**src/rtl/dbell_pkg.sv**
```systemverilog
// Package: shared register-field encoding and address geometry for the doorbell block.
// Assumes a 16-byte group per core, with the field selected by address bits 3:2.
package dbell_pkg;
    localparam int GROUP_LSB = 4;

    typedef enum logic [1:0] {
        FLD_VALUE = 2'd0,
        FLD_SET   = 2'd1,
        FLD_CLEAR = 2'd2,
        FLD_NONE  = 2'd3
    } dbell_fld_e;
endpackage

```
**src/rtl/dbell_port_decode.sv**
```systemverilog
// Module: decodes one core's register port into per-word set and clear masks and a read value.
// Assumes N_CORES is a power of two and ADDR_W is wider than the group index bits.
module dbell_port_decode
    import dbell_pkg::*;
#(
    parameter int N_CORES = 2,
    parameter int DATA_W  = 32,
    parameter int ADDR_W  = 8
) (
    input  logic                            clk,
    input  logic                            rst_n,
    input  logic [ADDR_W-1:0]               addr,
    input  logic [DATA_W-1:0]               wdata,
    input  logic                            wr,
    input  logic                            rd,
    input  logic [N_CORES-1:0][DATA_W-1:0]  words,
    output logic [N_CORES-1:0][DATA_W-1:0]  set_mask,
    output logic [N_CORES-1:0][DATA_W-1:0]  clr_mask,
    output logic [DATA_W-1:0]               rdata
);
    localparam int IDX_W  = (N_CORES > 1) ? $clog2(N_CORES) : 1;
    localparam int TOP_LSB = GROUP_LSB + IDX_W;

    dbell_fld_e       fld;
    logic [IDX_W-1:0] idx;
    logic             mapped;

    // Purpose: split the address into field and word index and qualify it as mapped.
    always_comb begin
        fld    = dbell_fld_e'(addr[3:2]);
        idx    = addr[GROUP_LSB +: IDX_W];
        mapped = (addr[1:0] == 2'b00) && ((addr >> TOP_LSB) == '0) && (fld != FLD_NONE);
    end

    for (genvar b = 0; b < N_CORES; b++) begin : g_box
        // Purpose: route write data to the set or clear mask of the addressed word.
        always_comb begin
            set_mask[b] = '0;
            clr_mask[b] = '0;
            if (wr && mapped && (idx == IDX_W'(b))) begin
                if (fld == FLD_SET)   set_mask[b] = wdata;
                if (fld == FLD_CLEAR) clr_mask[b] = wdata;
            end
        end
    end

    // Purpose: return the addressed word for a value-location read, otherwise zero.
    always_comb begin
        rdata = '0;
        if (rd && mapped && (fld == FLD_VALUE)) rdata = words[idx];
    end

    // read data must stay quiet while the read strobe is low.
    p_rdata_idle_r9: assert property (@(posedge clk) disable iff (!rst_n)
        !rd |-> (rdata == '0));

    // a misaligned access must never produce write masks.
    p_misaligned_quiet_r8: assert property (@(posedge clk) disable iff (!rst_n)
        (addr[1:0] != 2'b00) |-> ((set_mask == '0) && (clr_mask == '0) && (rdata == '0)));
endmodule

```
**src/rtl/dbell_box.sv**
```systemverilog
// Module: one message word with bitwise set/clear update and a registered nonzero interrupt.
// Assumes the set and clear masks are already merged over all ports; set bits win over clear bits.
module dbell_box #(
    parameter int DATA_W = 32
) (
    input  logic              clk,
    input  logic              rst_n,
    input  logic [DATA_W-1:0] set_bits,
    input  logic [DATA_W-1:0] clr_bits,
    output logic [DATA_W-1:0] word,
    output logic              irq
);
    // Purpose: apply clears first, then sets, to the stored word.
    always_ff @(posedge clk) begin
        if (!rst_n) word <= '0;
        else        word <= (word & ~clr_bits) | set_bits;
    end

    // Purpose: raise the interrupt one edge after the word holds any bit.
    always_ff @(posedge clk) begin
        if (!rst_n) irq <= 1'b0;
        else        irq <= (word != '0);
    end

    // every set bit is present after the edge, whatever the clear mask was.
    p_set_lands_r5: assert property (@(posedge clk) disable iff (!rst_n)
        (set_bits != '0) |=> ((word & $past(set_bits)) == $past(set_bits)));

    // clear bits not also being set are gone after the edge.
    p_clear_removes_r3: assert property (@(posedge clk) disable iff (!rst_n)
        ((clr_bits & ~set_bits) != '0) |=> ((word & $past(clr_bits & ~set_bits)) == '0));

    // with no masks the word holds its value.
    p_idle_hold_r9: assert property (@(posedge clk) disable iff (!rst_n)
        ((set_bits == '0) && (clr_bits == '0)) |=> $stable(word));

    // the interrupt follows the word with one edge of lag.
    p_irq_lag_r4: assert property (@(posedge clk) disable iff (!rst_n)
        $fell(irq) |-> ($past(word) == '0));
endmodule

```
**src/rtl/xcore_doorbell.sv**
```systemverilog
// Module: top of the two-core doorbell: one register port per core, one word and interrupt per core.
// Assumes single-cycle accesses; read data is combinational, writes take effect at the clock edge.
module xcore_doorbell #(
    parameter int N_CORES = 2,
    parameter int DATA_W  = 32,
    parameter int ADDR_W  = 8
) (
    input  logic                        clk,
    input  logic                        rst_n,
    input  logic [N_CORES*ADDR_W-1:0]   bus_addr,
    input  logic [N_CORES*DATA_W-1:0]   bus_wdata,
    input  logic [N_CORES-1:0]          bus_wr,
    input  logic [N_CORES-1:0]          bus_rd,
    output logic [N_CORES*DATA_W-1:0]   bus_rdata,
    output logic [N_CORES-1:0]          irq_out
);
    logic [N_CORES-1:0][DATA_W-1:0]                words;
    logic [N_CORES-1:0][N_CORES-1:0][DATA_W-1:0]   port_set;
    logic [N_CORES-1:0][N_CORES-1:0][DATA_W-1:0]   port_clr;
    logic [N_CORES-1:0][DATA_W-1:0]                set_all;
    logic [N_CORES-1:0][DATA_W-1:0]                clr_all;

    for (genvar p = 0; p < N_CORES; p++) begin : g_port
        dbell_port_decode #(
            .N_CORES (N_CORES),
            .DATA_W  (DATA_W),
            .ADDR_W  (ADDR_W)
        ) i_dec (
            .clk      (clk),
            .rst_n    (rst_n),
            .addr     (bus_addr[p*ADDR_W +: ADDR_W]),
            .wdata    (bus_wdata[p*DATA_W +: DATA_W]),
            .wr       (bus_wr[p]),
            .rd       (bus_rd[p]),
            .words    (words),
            .set_mask (port_set[p]),
            .clr_mask (port_clr[p]),
            .rdata    (bus_rdata[p*DATA_W +: DATA_W])
        );
    end

    // Purpose: merge the masks of all ports so concurrent accesses combine bitwise.
    always_comb begin
        set_all = '0;
        clr_all = '0;
        for (int p = 0; p < N_CORES; p++) begin
            for (int b = 0; b < N_CORES; b++) begin
                set_all[b] = set_all[b] | port_set[p][b];
                clr_all[b] = clr_all[b] | port_clr[p][b];
            end
        end
    end

    for (genvar b = 0; b < N_CORES; b++) begin : g_box
        dbell_box #(
            .DATA_W (DATA_W)
        ) i_box (
            .clk      (clk),
            .rst_n    (rst_n),
            .set_bits (set_all[b]),
            .clr_bits (clr_all[b]),
            .word     (words[b]),
            .irq      (irq_out[b])
        );

        // a word holding bits for two edges must have its interrupt high.
        p_irq_follows_r4: assert property (@(posedge clk) disable iff (!rst_n)
            ((words[b] != '0) && $stable(words[b])) |=> irq_out[b]);
    end

    // right after reset is released, no interrupt is pending.
    p_reset_quiet_r1: assert property (@(posedge clk) disable iff (!rst_n)
        $rose(rst_n) |-> (irq_out == '0));
endmodule

```
**config.mk**
```make
export PLATFORM = sky130hd
export DESIGN_NAME = xcore_doorbell
export DESIGN_NICKNAME = d
export VERILOG_FILES = /design/src/rtl/dbell_pkg.sv /design/src/rtl/dbell_port_decode.sv /design/src/rtl/dbell_box.sv /design/src/rtl/xcore_doorbell.sv
export SDC_FILE = /design/constraint.sdc
export NUM_CORES = 1
export LEC_CHECK = 0
export ABC_AREA = 1
export BUFFER_PORTS_ARGS = -buffer_cell sky130_fd_sc_hd__buf_2
export CORE_ASPECT_RATIO = 0.75
export CORE_MARGIN = 2
export CORE_UTILIZATION = 47
export CTS_CLUSTER_DIAMETER = 50
export CTS_CLUSTER_SIZE = 25
export DETAILED_ROUTE_END_ITERATION = 10
export GPL_ROUTABILITY_DRIVEN = 0
export PLACE_DENSITY_LB_ADDON = 0.25
export SYNTH_ARGS = -nofsm -noshare
export SYNTH_HDL_FRONTEND = slang
export SYNTH_SLANG_ARGS = --single-unit
```
**constraint.sdc**
```tcl
create_clock -name clk -period 1.9 [get_ports clk]
set_clock_uncertainty 0.1 [all_clocks]
set_input_delay 0.38 -clock clk [delete_from_list [all_inputs] [get_ports clk]]
set_output_delay 0.38 -clock clk [all_outputs]
set_load 0.01 [all_outputs]
```
### Word-level counts from Yosys, hierarchy flattened

Index checks and enable logic that the tools add are counted.

* memory bits (writable): 0
* output and inout port bits: 66
* memories: 0
* ROM bits: 0
* logic and storage cells: 64
* latch bits: 0
* register bits: 66
* input port bits: 86

* equal/unequal tests: 6
* multiplexer cells: 18
* magnitude comparators: 2
* shift operators: 0
* add/subtract/negate cells: 0
* reduce and logical (&&, ||, !) cells: 22
* divide/modulo/power cells: 0
* multipliers: 0
* bitwise gates (word level): 12

Operators with widths (number)
* 32-bit two-way mux: 18
* 32-bit bitwise OR: 6
* 32-bit bitwise AND: 2
* 32-bit inverter: 2
* 32-bit nonzero test: 2
* 8-bit logical NOT: 2
* 1-bit logical AND: 14
* 2-bit logical NOT: 4
* 2-bit by 1-bit equality test with 1-bit output, second input constant: 2
* 2-bit equality test, second input constant: 2
* 1-bit by 2-bit < comparator with 1-bit output, second input constant: 2
* 2-bit != test, second input constant: 2
* 1-bit inverter: 2

### Logic depth before layout (Yosys ltp)

Gate-level depths: netlist (run 1).

* depth after elaboration: 10
* gate-level depth with buffers: 9
* depth with buffers taken out: 7

### Modules after synthesis

A second synthesis (run 1) with hierarchy kept.

* cells, all modules: 1308
* area, all modules: 6751.5 µm²

Modules (own cells, without submodules)
* dbell_port_decode: seq. area each 0.0 µm², cells an instance 297, area each 1455.1 µm², times used 2
* dbell_box: seq. area each 660.6 µm², cells an instance 165, area each 1199.9 µm², times used 2
* xcore_doorbell: seq. area each 0.0 µm², cells an instance 384, area each 1441.4 µm², times used 1

### Worst setup path after synthesis (run 1)

OpenSTA, ideal clock, no wires.

* kind: input port to output port
* start point: input port bus_addr[5]
* end point: output port bus_rdata[21]
* slack: 86 ps
* stages on the path: 6
* buffers on the path: 1
* arrival: 1334 ps
* required time: 1420 ps
* path through: nor2_1 -> nand2_1 -> nor2_2 -> nand4_1 -> buf_2 -> a211oi_1

* word-level cells in the longest chain between the ends: 6

Ends and longest elaborated chain
* start: declaration: RTL line xcore_doorbell.sv:10 `input logic [N_CORES*ADDR_W-1:0] bus_addr,`
* 8-bit logical NOT: RTL line dbell_port_decode.sv:32 `mapped = (addr[1:0] == 2'b00) && ((addr >> TOP_LSB) == '0) && (fld != FLD_NONE);`
* 1-bit logical AND (2 in series): RTL line dbell_port_decode.sv:32
* 1-bit logical AND (2 in series): RTL line dbell_port_decode.sv:50 `if (rd && mapped && (fld == FLD_VALUE)) rdata = words[idx];`
* 32-bit two-way mux: RTL line dbell_port_decode.sv:50
* end: declaration: RTL line xcore_doorbell.sv:14 `output logic [N_CORES*DATA_W-1:0] bus_rdata,`

Every way passes these cells.

### Final worst setup path (run 1)

* start point: input port bus_addr[1]
* end point: output port bus_rdata[12]

* word-level cells in the longest chain between the ends: 6

Ends and longest elaborated chain (RTL line)
* 2-bit logical NOT: dbell_port_decode.sv:32
* 1-bit logical AND (2 in series): dbell_port_decode.sv:32
* 1-bit logical AND (2 in series): dbell_port_decode.sv:50
* 32-bit two-way mux: dbell_port_decode.sv:50

Every way passes these cells.

==> results of run 1 <==
[sequential cells by signal, indices dropped and copies added (netlist names)]
| register | flops |
|---|---|
| g_box.i_box.word | 64 |
| g_box.i_box.irq | 2 |
[how the worst min path moves through the flow]
stage	startpoint	end	slack (ps)	cells after the start
finish	rst_n	g_box[0].i_box.word[1]$_SDFF_PN0_	300	3
global route	rst_n	g_box[1].i_box.word[0]$_SDFF_PN0_	320	3
CTS	rst_n	g_box[1].i_box.word[0]$_SDFF_PN0_	300	3
detailed placement	g_box[1].i_box.word[18]$_SDFF_PN0_	g_box[1].i_box.word[18]$_SDFF_PN0_	380	2
global placement	g_box[1].i_box.word[8]$_SDFF_PN0_	g_box[1].i_box.word[8]$_SDFF_PN0_	370	2
floorplan	g_box[1].i_box.word[10]$_SDFF_PN0_	g_box[1].i_box.word[10]$_SDFF_PN0_	360	2
[cells in the final DEF, fill, tap and decap left out]
cell,synthesis,routed
sky130_fd_sc_hd__clkbuf_1,42,2
sky130_fd_sc_hd__nor3_1,1,1
sky130_fd_sc_hd__nand4_1,263,263
sky130_fd_sc_hd__inv_2,2,3
sky130_fd_sc_hd__a21oi_1,37,37
sky130_fd_sc_hd__nor4_1,8,8
sky130_fd_sc_hd__buf_4,4,21
sky130_fd_sc_hd__clkinv_2,0,2
sky130_fd_sc_hd__buf_2,38,142
sky130_fd_sc_hd__a211oi_1,62,5
sky130_fd_sc_hd__nand2_2,0,5
sky130_fd_sc_hd__clkbuf_8,0,3
sky130_fd_sc_hd__nor2_4,0,4
sky130_fd_sc_hd__nor2_2,2,3
sky130_fd_sc_hd__a211oi_2,0,57
sky130_fd_sc_hd__buf_6,14,10
sky130_fd_sc_hd__nor2_1,211,206
sky130_fd_sc_hd__nand3_1,67,67
sky130_fd_sc_hd__clkbuf_16,0,11
sky130_fd_sc_hd__inv_1,167,166
sky130_fd_sc_hd__dfxtp_1,66,66
sky130_fd_sc_hd__a21oi_2,29,29
sky130_fd_sc_hd__nand3b_1,2,2
sky130_fd_sc_hd__buf_12,0,24
sky130_fd_sc_hd__nand2_1,74,69
[cell usage after synthesis]
master                     number
sky130_fd_sc_hd__a211oi_1      62
sky130_fd_sc_hd__a21oi_1       37
sky130_fd_sc_hd__a21oi_2       29
sky130_fd_sc_hd__buf_1         25
sky130_fd_sc_hd__buf_2         38
sky130_fd_sc_hd__buf_4          4
sky130_fd_sc_hd__buf_6         14
sky130_fd_sc_hd__clkbuf_1      42
sky130_fd_sc_hd__dfxtp_1       66
sky130_fd_sc_hd__inv_1        167
sky130_fd_sc_hd__inv_2          2
sky130_fd_sc_hd__nand2_1       74
sky130_fd_sc_hd__nand3_1       67
sky130_fd_sc_hd__nand3b_1       2
sky130_fd_sc_hd__nand4_1      263
sky130_fd_sc_hd__nor2_1       211
sky130_fd_sc_hd__nor2_2         2
sky130_fd_sc_hd__nor3_1         1
sky130_fd_sc_hd__nor4_1         8
[power by group through the flow]
stage | Clock, mW | Combinational [mW] | Sequential (mW)
after detailed placement | 0 | 0.717 | 1.42
final | 1.61 | 0.789 | 1.39
after CTS | 1.63 | 0.738 | 1.39
after floorplan | 0 | 0.425 | 1.42
after global placement | 0 | 0.716 | 1.42
after global routing | 1.70 | 0.845 | 1.39
[stage by stage]
stage | area, um^2 | setup TNS [ps] | hold slack, ps | std cells
after global placement | 7560 | -1030 | 369 | 1357
after detailed placement | 7560 | -1400 | 376 | 1357
after CTS | 8020 | -1180 | 301 | 1373
after floorplan | 6620 | 0 | 357 | 1114
after global routing | 8340 | -10820 | 324 | 1381
final | 8340 | -7030 | 301 | 1381
[timing repair]
item / CTS / global route
hold buffers: 0 / 0
pin swaps: 0 / 12
resized for setup: 35 / 54
hold endpoints to repair: 0 / 0
buffers inserted: 0 / 4
endpoints found under the setup margin: 62 / 64
cloned: 0 / 4
[critical path, cell delays in order]
cell	delay [ps]
sky130_fd_sc_hd__buf_6	90
sky130_fd_sc_hd__nor2_2	120
sky130_fd_sc_hd__nand2_2	90
sky130_fd_sc_hd__nor2_4	100
sky130_fd_sc_hd__nand4_1	150
sky130_fd_sc_hd__buf_6	180
sky130_fd_sc_hd__buf_12	150
sky130_fd_sc_hd__a211oi_2	190
sky130_fd_sc_hd__buf_2	160
[area by class of cell]
cell class	count	area (um^2)
clock buffers	14	274
clock inverters	2	10.0
fillers	1333	5410
inverters	169	634
multi-input cells	756	4370
flip-flops and latches	66	1320
well taps	175	219
repair buffers	199	1510
[per-layer routing]
metal / GRT usage / wire length (um) / vias to the layer above
met5: 0 / 0 / -
met4: 0.0821 / 437 / 0
met3: 0.0451 / 2570 / 44
met2: 0.464 / 10900 / 527
met1: 0.429 / 10400 / 3830
li1: - / - / 4069
[kinds of logic after synthesis]
family,Yosys count,share of synthesized area
AOI/OAI and AO/OA,128,0.137
buffers and inverters,292,0.191
and+or+nand+nor,628,0.473
DFF,66,0.200
==> qor.tcl, run 1 <==
set qor(run_status) {complete, but fails checks}
set qor(failing_checks) {negative setup slack}
set qor(port_buffers) 151
set qor(clk_pin_slew_worst_paths_ps) 60
set qor(critPathCaptureType) {output port}
set qor(overflow) 0
set qor(std_cell_rows) 37
set qor(number_of_antenna_violations_at_the_first_check_in_global_routing) 0
set qor(power_mw) 3.79
set qor(fp.coreArea_um2) 13700
set qor(worst_hold_path_type) {in2reg}
set qor(p_leak_nw) 3.39
set qor(antenna_left) 0
set qor(cts_tree) {built}
set qor(timing.critical_path.fanout_max) 8
set qor(cts_sinks) 66
set qor(die-area_um2) 15100
set qor(crit_path_start_kind) {input port}
set qor(finish.utilization) 0.606
set qor(seq_total_area_yosys) 0.200
set qor(drt_first_iter_violations) 976
set qor(hpwlAfterDp_um) 14300
set qor(layout-drive-gt1-share) 0.260
set qor(finalSetupViolCount) 63
set qor(mean_instance_size_in_the_synthesized_netlist_um2) 5.94
set qor(nNetsFinal) 1287
set qor(detail_route.drc_violations) 0
set qor(final-max-slew-violation-count) 0
set qor(rr_endpoint) {g_box[1].i_box.irq$_SDFF_PN0_}
set qor(synth_nets) 1200
set qor(io-pin-count) 152
set qor(netlist_instances) 1114
set qor(grt_pass1_vias) 7366
set qor(pin_slew_with_the_least_headroom_to_its_limit_ps) 568
set qor(total_switching_power_mw) 1.17
set qor(internal_power_mw) 2.62
set qor(rsz0062_at_grt) {true}
set qor(power.share.combinational) 0.208
set qor(ir_drop_uv) 451
set qor(clock_root_buffer) {sky130_fd_sc_hd__clkbuf_16}
set qor(seq_power_share) 0.367
set qor(h-tree-depth) 3
set qor(netlist_top_cells_area) {sky130_fd_sc_hd__nand4_1, sky130_fd_sc_hd__dfxtp_1, sky130_fd_sc_hd__nor2_1}
set qor(dp_slack_ps) -115
set qor(final_clock_period_utilization_by_the_worst_path) 1.10
set qor(cell_taking_the_most_area_after_synthesis) {sky130_fd_sc_hd__nand4_1}
set qor(initial_core_util) 0.482
set qor(regToRegStartpoint) {g_box[1].i_box.word[15]$_SDFF_PN0_}
set qor(post-route-worst-setup-slack_ps) -192
set qor(worst_r2r_path_depth) 7
set qor(cts_buffers) 9
set qor(p_clk_frac) 0.425
set qor(post-synth-top-area-fraction) 0.248
set qor(die_height_um) 107
set qor(cap_violations) 0
set qor(critPathLaunch) {bus_addr[1]}
set qor(yosysWarningCount) 0
set qor(timing.slew.headroom) 0.618
set qor(timing.reg2reg.setup_slack_ps) 330
set qor(grt_first_pass_wirelength_um) 37100
set qor(worst_skew_pair.late_latency_ps) 340
set qor(hold_violation_total_from_the_final_report) 0
set qor(number_of_inserted_diodes) 0
set qor(routedWlPerCell_um) 17.6
set qor(globalRouteTotalUtil) 0.298
set qor(crit_path_end) {bus_rdata[12]}
set qor(final.min_clock_period_ps) 2090
set qor(critical_path_class) {in2out}
set qor(synth.lib_cells_used.distinct) 19
set qor(firstDrtPassIters) 6
set qor(arrival_ps) 1610
set qor(netlist_area_um2) 6620
set qor(power_density_nw_per_um2) 455
set qor(fmax_mhz) 478
set qor(grt_start_max_net_pins) 88
set qor(cts.path.max_buffers) 2
set qor(wirelength_um) 24400
set qor(drt-vias-per-instance) 6.13
set qor(vias) 8470
set qor(sw_frac_of_total) 0.310
set qor(crit_required_ps) 1420
set qor(synth_seq_cells) 66
set qor(die-width_um) 141
set qor(area_growth_syn_to_layout_pct) 25.9
Note: power is estimated with default switching activity, not from simulation.
==> run 2, diff against run 1 <==
--- a/config.mk
+++ b/config.mk
@@ -17,4 +17,5 @@
 export PLACE_DENSITY_LB_ADDON = 0.25
 export SYNTH_ARGS = -nofsm -noshare
 export SYNTH_HDL_FRONTEND = slang
+export SYNTH_HIERARCHICAL = 1
 export SYNTH_SLANG_ARGS = --single-unit
==> run 2 against run 1 <==
The flow now finishes without violations. Fmax increased by 12%. Global-route usage decreased by 2.9 points. Combinational power decreased by 41%. Die area increased by 1.9%. Register-to-register slack improved by 340 ps. Largest cell class unchanged. Largest power group unchanged.
==> qor.tcl, run 2 <==
set qor(run_status) {finished clean}
set qor(critPathMaxStageDelay_ps) 170 ;# -20 ps
set qor(commonest_non_fill_non_tap_cell_in_the_layout) {sky130_fd_sc_hd__nor2_1}
set qor(min_delay_worst_endpoint) {g_box[1].i_box/word[21]$_SDFF_PN0_}
set qor(yosysWarningCount) 6 ;# +6
set qor(h-tree-depth) 3 ;# unchanged
set qor(io-pin-count) 152 ;# unchanged
set qor(drt-vias-per-instance) 4.52 ;# -26%
set qor(worstHoldStart) {rst_n}
set qor(timing.reg2reg.setup_slack_ps) 670 ;# +340 ps
set qor(synth_top_flop_cell) {sky130_fd_sc_hd__dfxtp_1}
set qor(netlist_instances) 1308 ;# +17%
set qor(hold-path-cell-count) 3 ;# unchanged
set qor(finalSetupViolCount) 0 ;# -100%
set qor(antenna_left) 0 ;# unchanged
set qor(synthTopCellsByCount) {sky130_fd_sc_hd__nor2_1, sky130_fd_sc_hd__inv_1, sky130_fd_sc_hd__nand2_1}
set qor(crit_path_start_kind) {input port}
set qor(hold_violation_total_from_the_final_report) 0 ;# unchanged
set qor(p_leak_nw) 3.90 ;# +15%
set qor(area.sequential_um2) 1320 ;# unchanged
set qor(commonest_cells_after_routing_fill_and_taps_aside) {sky130_fd_sc_hd__nor2_1, sky130_fd_sc_hd__inv_1, sky130_fd_sc_hd__nand2_1, sky130_fd_sc_hd__buf_2, sky130_fd_sc_hd__dfxtp_1}
set qor(number_of_antenna_violations_at_the_first_check_in_global_routing) 1 ;# +1
set qor(final_area_um2) 8210 ;# -1.5%
set qor(post-synth-top-area-fraction) 0.244 ;# -0.00493
set qor(hpwlAfterDp_um) 14000 ;# -1.8%
set qor(cts_tree) {built}
set qor(regToRegStartpoint) {g_box[0].i_box/word[13]$_SDFF_PN0_}
set qor(grt_first_pass_wirelength_um) 32600 ;# -12%
set qor(port_buffers) 151 ;# unchanged
set qor(layout-drive-gt1-share) 0.155 ;# -0.106
set qor(registers.top_by_ff_count) {g_box.i_box/word}
set qor(postSynth.asyncResetShare) 0 ;# unchanged
set qor(finish.utilization) 0.591 ;# -0.0153
set qor(final_clock_period_utilization_by_the_worst_path) 0.982 ;# -0.119
set qor(arrival_ps) 1390 ;# -220 ps
set qor(worst_r2r_path_depth) 6 ;# -1
set qor(ir_drop_uv) 405 ;# -10%
set qor(rsz0062_at_grt) {true}
set qor(final-max-slew-violation-count) 0 ;# unchanged
set qor(crit_required_ps) 1420 ;# about the same
set qor(timing.critical_path.buf_inv) 3 ;# -1
set qor(rr_endpoint) {g_box[0].i_box/irq$_SDFF_PN0_}
set qor(cell_area_placed_um2) 7820 ;# +3.4%
set qor(count_of_flip_flops_with_a_built_in_enable_after_synthesis) 0 ;# unchanged
set qor(seq_total_area_yosys) 0.196 ;# -0.00381
set qor(wirelength_um) 20300 ;# -17%
set qor(std_cell_rows) 37 ;# unchanged
set qor(clock_root_buffer) {sky130_fd_sc_hd__clkbuf_16}
set qor(initial_core_util) 0.486 ;# +0.00446
set qor(cts_buffers) 9 ;# unchanged
set qor(dp_slack_ps) -58.6 ;# +56.2 ps
set qor(synth_seq_cells) 66 ;# unchanged
set qor(nNetsFinal) 1537 ;# +19%
set qor(netlist_area_um2) 6750 ;# +1.9%
set qor(netlist_top_cells_area) {sky130_fd_sc_hd__nor2_1, sky130_fd_sc_hd__dfxtp_1, sky130_fd_sc_hd__inv_1}
set qor(overflow) 0 ;# unchanged
set qor(routedWlPerCell_um) 12.4 ;# -30%
set qor(yosysMostFrequentCell) {sky130_fd_sc_hd__nor2_1}
set qor(fmax_mhz) 536 ;# +12%
set qor(timing.critical_path.fanout_max) 12 ;# +4
set qor(clk_pin_slew_worst_paths_ps) 60 ;# about the same
set qor(number_of_inserted_diodes) 0 ;# unchanged
set qor(critPathCaptureType) {output port}
set qor(grt_start_max_net_pins) 37 ;# -58%
set qor(post-route-worst-setup-slack_ps) 34.3 ;# +227 ps
set qor(cts_sinks) 66 ;# unchanged
set qor(reg_top3) {g_box.i_box/word x64, g_box.i_box/irq x2}
set qor(flip_flop_count_of_the_largest_register_after_layout) 64 ;# unchanged
set qor(drt_first_iter_violations) 648 ;# -34%
set qor(timing.slew.headroom) 0.776 ;# +0.158
set qor(mean_instance_size_in_the_synthesized_netlist_um2) 5.16 ;# -13%
set qor(firstDrtPassIters) 6 ;# unchanged
set qor(area_growth_syn_to_layout_pct) 21.6
set qor(pin_slew_with_the_least_headroom_to_its_limit_ps) 336 ;# -232 ps
set qor(final.min_clock_period_ps) 1870 ;# -227 ps
set qor(critPathLaunch) {bus_addr[9]}
set qor(power_density_nw_per_um2) 449 ;# -1.3%
set qor(globalRouteTotalUtil) 0.270 ;# -0.0287
set qor(worst_skew_pair.late_latency_ps) 340 ;# about the same
set qor(grt_pass1_vias) 6634 ;# -9.9%
set qor(fp.coreArea_um2) 13900 ;# +1.0%
set qor(cp_cell_sequence) {buf_2 -> nor2_1 -> nand2_1 -> nor2_4 -> nand3_2 -> buf_12 -> nor2_1 -> buf_2}
set qor(hold-worst-slack_ps) 286 ;# -15.3 ps
set qor(fillerInstances) 1417 ;# +6.3%
set qor(critical_path_class) {in2out}
set qor(cell_taking_the_most_area_after_synthesis) {sky130_fd_sc_hd__nor2_1}
set qor(vias) 7371 ;# -13%
set qor(critical_path.slowest_cell) {sky130_fd_sc_hd__buf_12}
set qor(worst_hold_path_type) {in2reg}
set qor(die_height_um) 108 ;# +0.93%
set qor(die-area_um2) 15300 ;# +1.9%
set qor(detail_route.drc_violations) 0 ;# unchanged
set qor(cts.path.max_buffers) 2 ;# unchanged
set qor(die-width_um) 142 ;# +0.94%
set qor(multi_input_logic_area_um2) 3820 ;# -13%
set qor(cpLargestDelayFamily) {simple AND/OR/NAND/NOR gates}
set qor(cap_violations) 0 ;# unchanged
set qor(synth.lib_cells_used.distinct) 13 ;# -6
set qor(synth_nets) 1394 ;# +16%
-- run 2: worst max path at each step --
stage / to / slack [ps] / cells after the start
detailed placement: bus_rdata[3] / -60 / 8
global placement: bus_rdata[17] / -2 / 8
global route: bus_rdata[61] / -30 / 8
CTS: bus_rdata[3] / 4 / 8
floorplan: bus_rdata[10] / 260 / 6
finish: bus_rdata[59] / 30 / 8
-- run 2: metal layers --
metal / global-route usage / vias to the layer above / wire [um]
li1: - / 3987 / -
met2: 0.454 / 229 / 9070
met5: 0 / - / 11
met3: 0.0494 / 25 / 1300
met4: 0.0714 / 2 / 257
met1: 0.356 / 3128 / 9630
-- run 2: area by class of cell --
cell class / instances / share of cell area
inverters: 330 / 0.151
well taps: 175 / 0.0267
repair buffers: 188 / 0.157
clock inverters: 5 / 0.00945
multi-input cells: 856 / 0.465
clock buffers: 11 / 0.0296
flip-flops and latches: 66 / 0.161
-- run 2: stage by stage --
| step | power [mW] | setup TNS (ps) | instances |
|---|---|---|---|
| floorplan | 1.64 | 0 | 1308 |
| global placement | 1.87 | -1.95 | 1613 |
| detailed placement | 1.87 | -854 | 1613 |
| CTS | 3.70 | 0 | 1630 |
| global route | 3.81 | -170 | 1631 |
| finish | 3.68 | 0 | 1631 |
-- run 2: what timing repair did --
action                                  4_1_cts  5_1_grt
resized for setup                             1       14
hold buffers                                  0        0
buffers inserted                              1        1
endpoints found under the setup margin       26       43
pin swaps                                     1        1
-- run 2: worst min-delay path: stages --
cell,delay [ps]
sky130_fd_sc_hd__buf_2,100
sky130_fd_sc_hd__inv_1,100
sky130_fd_sc_hd__nor2_1,110
-- run 2: cells by family after synthesis --
logic type | count (synthesis) | synth area share
AO/OA/AOI/OAI | 64 | 0.0474
buffers and inverters | 386 | 0.245
multiplexers | 64 | 0.0949
flip-flops | 66 | 0.196
AND/OR/NAND/NOR | 728 | 0.417
-- run 2: power by group --
part           internal [mW]  leakage, nW  switching, mW
sequential              1.39        0.531        0.00373
combinational          0.176         3.21          0.286
clock                   1.18        0.156          0.648
total                   2.74         3.90          0.938
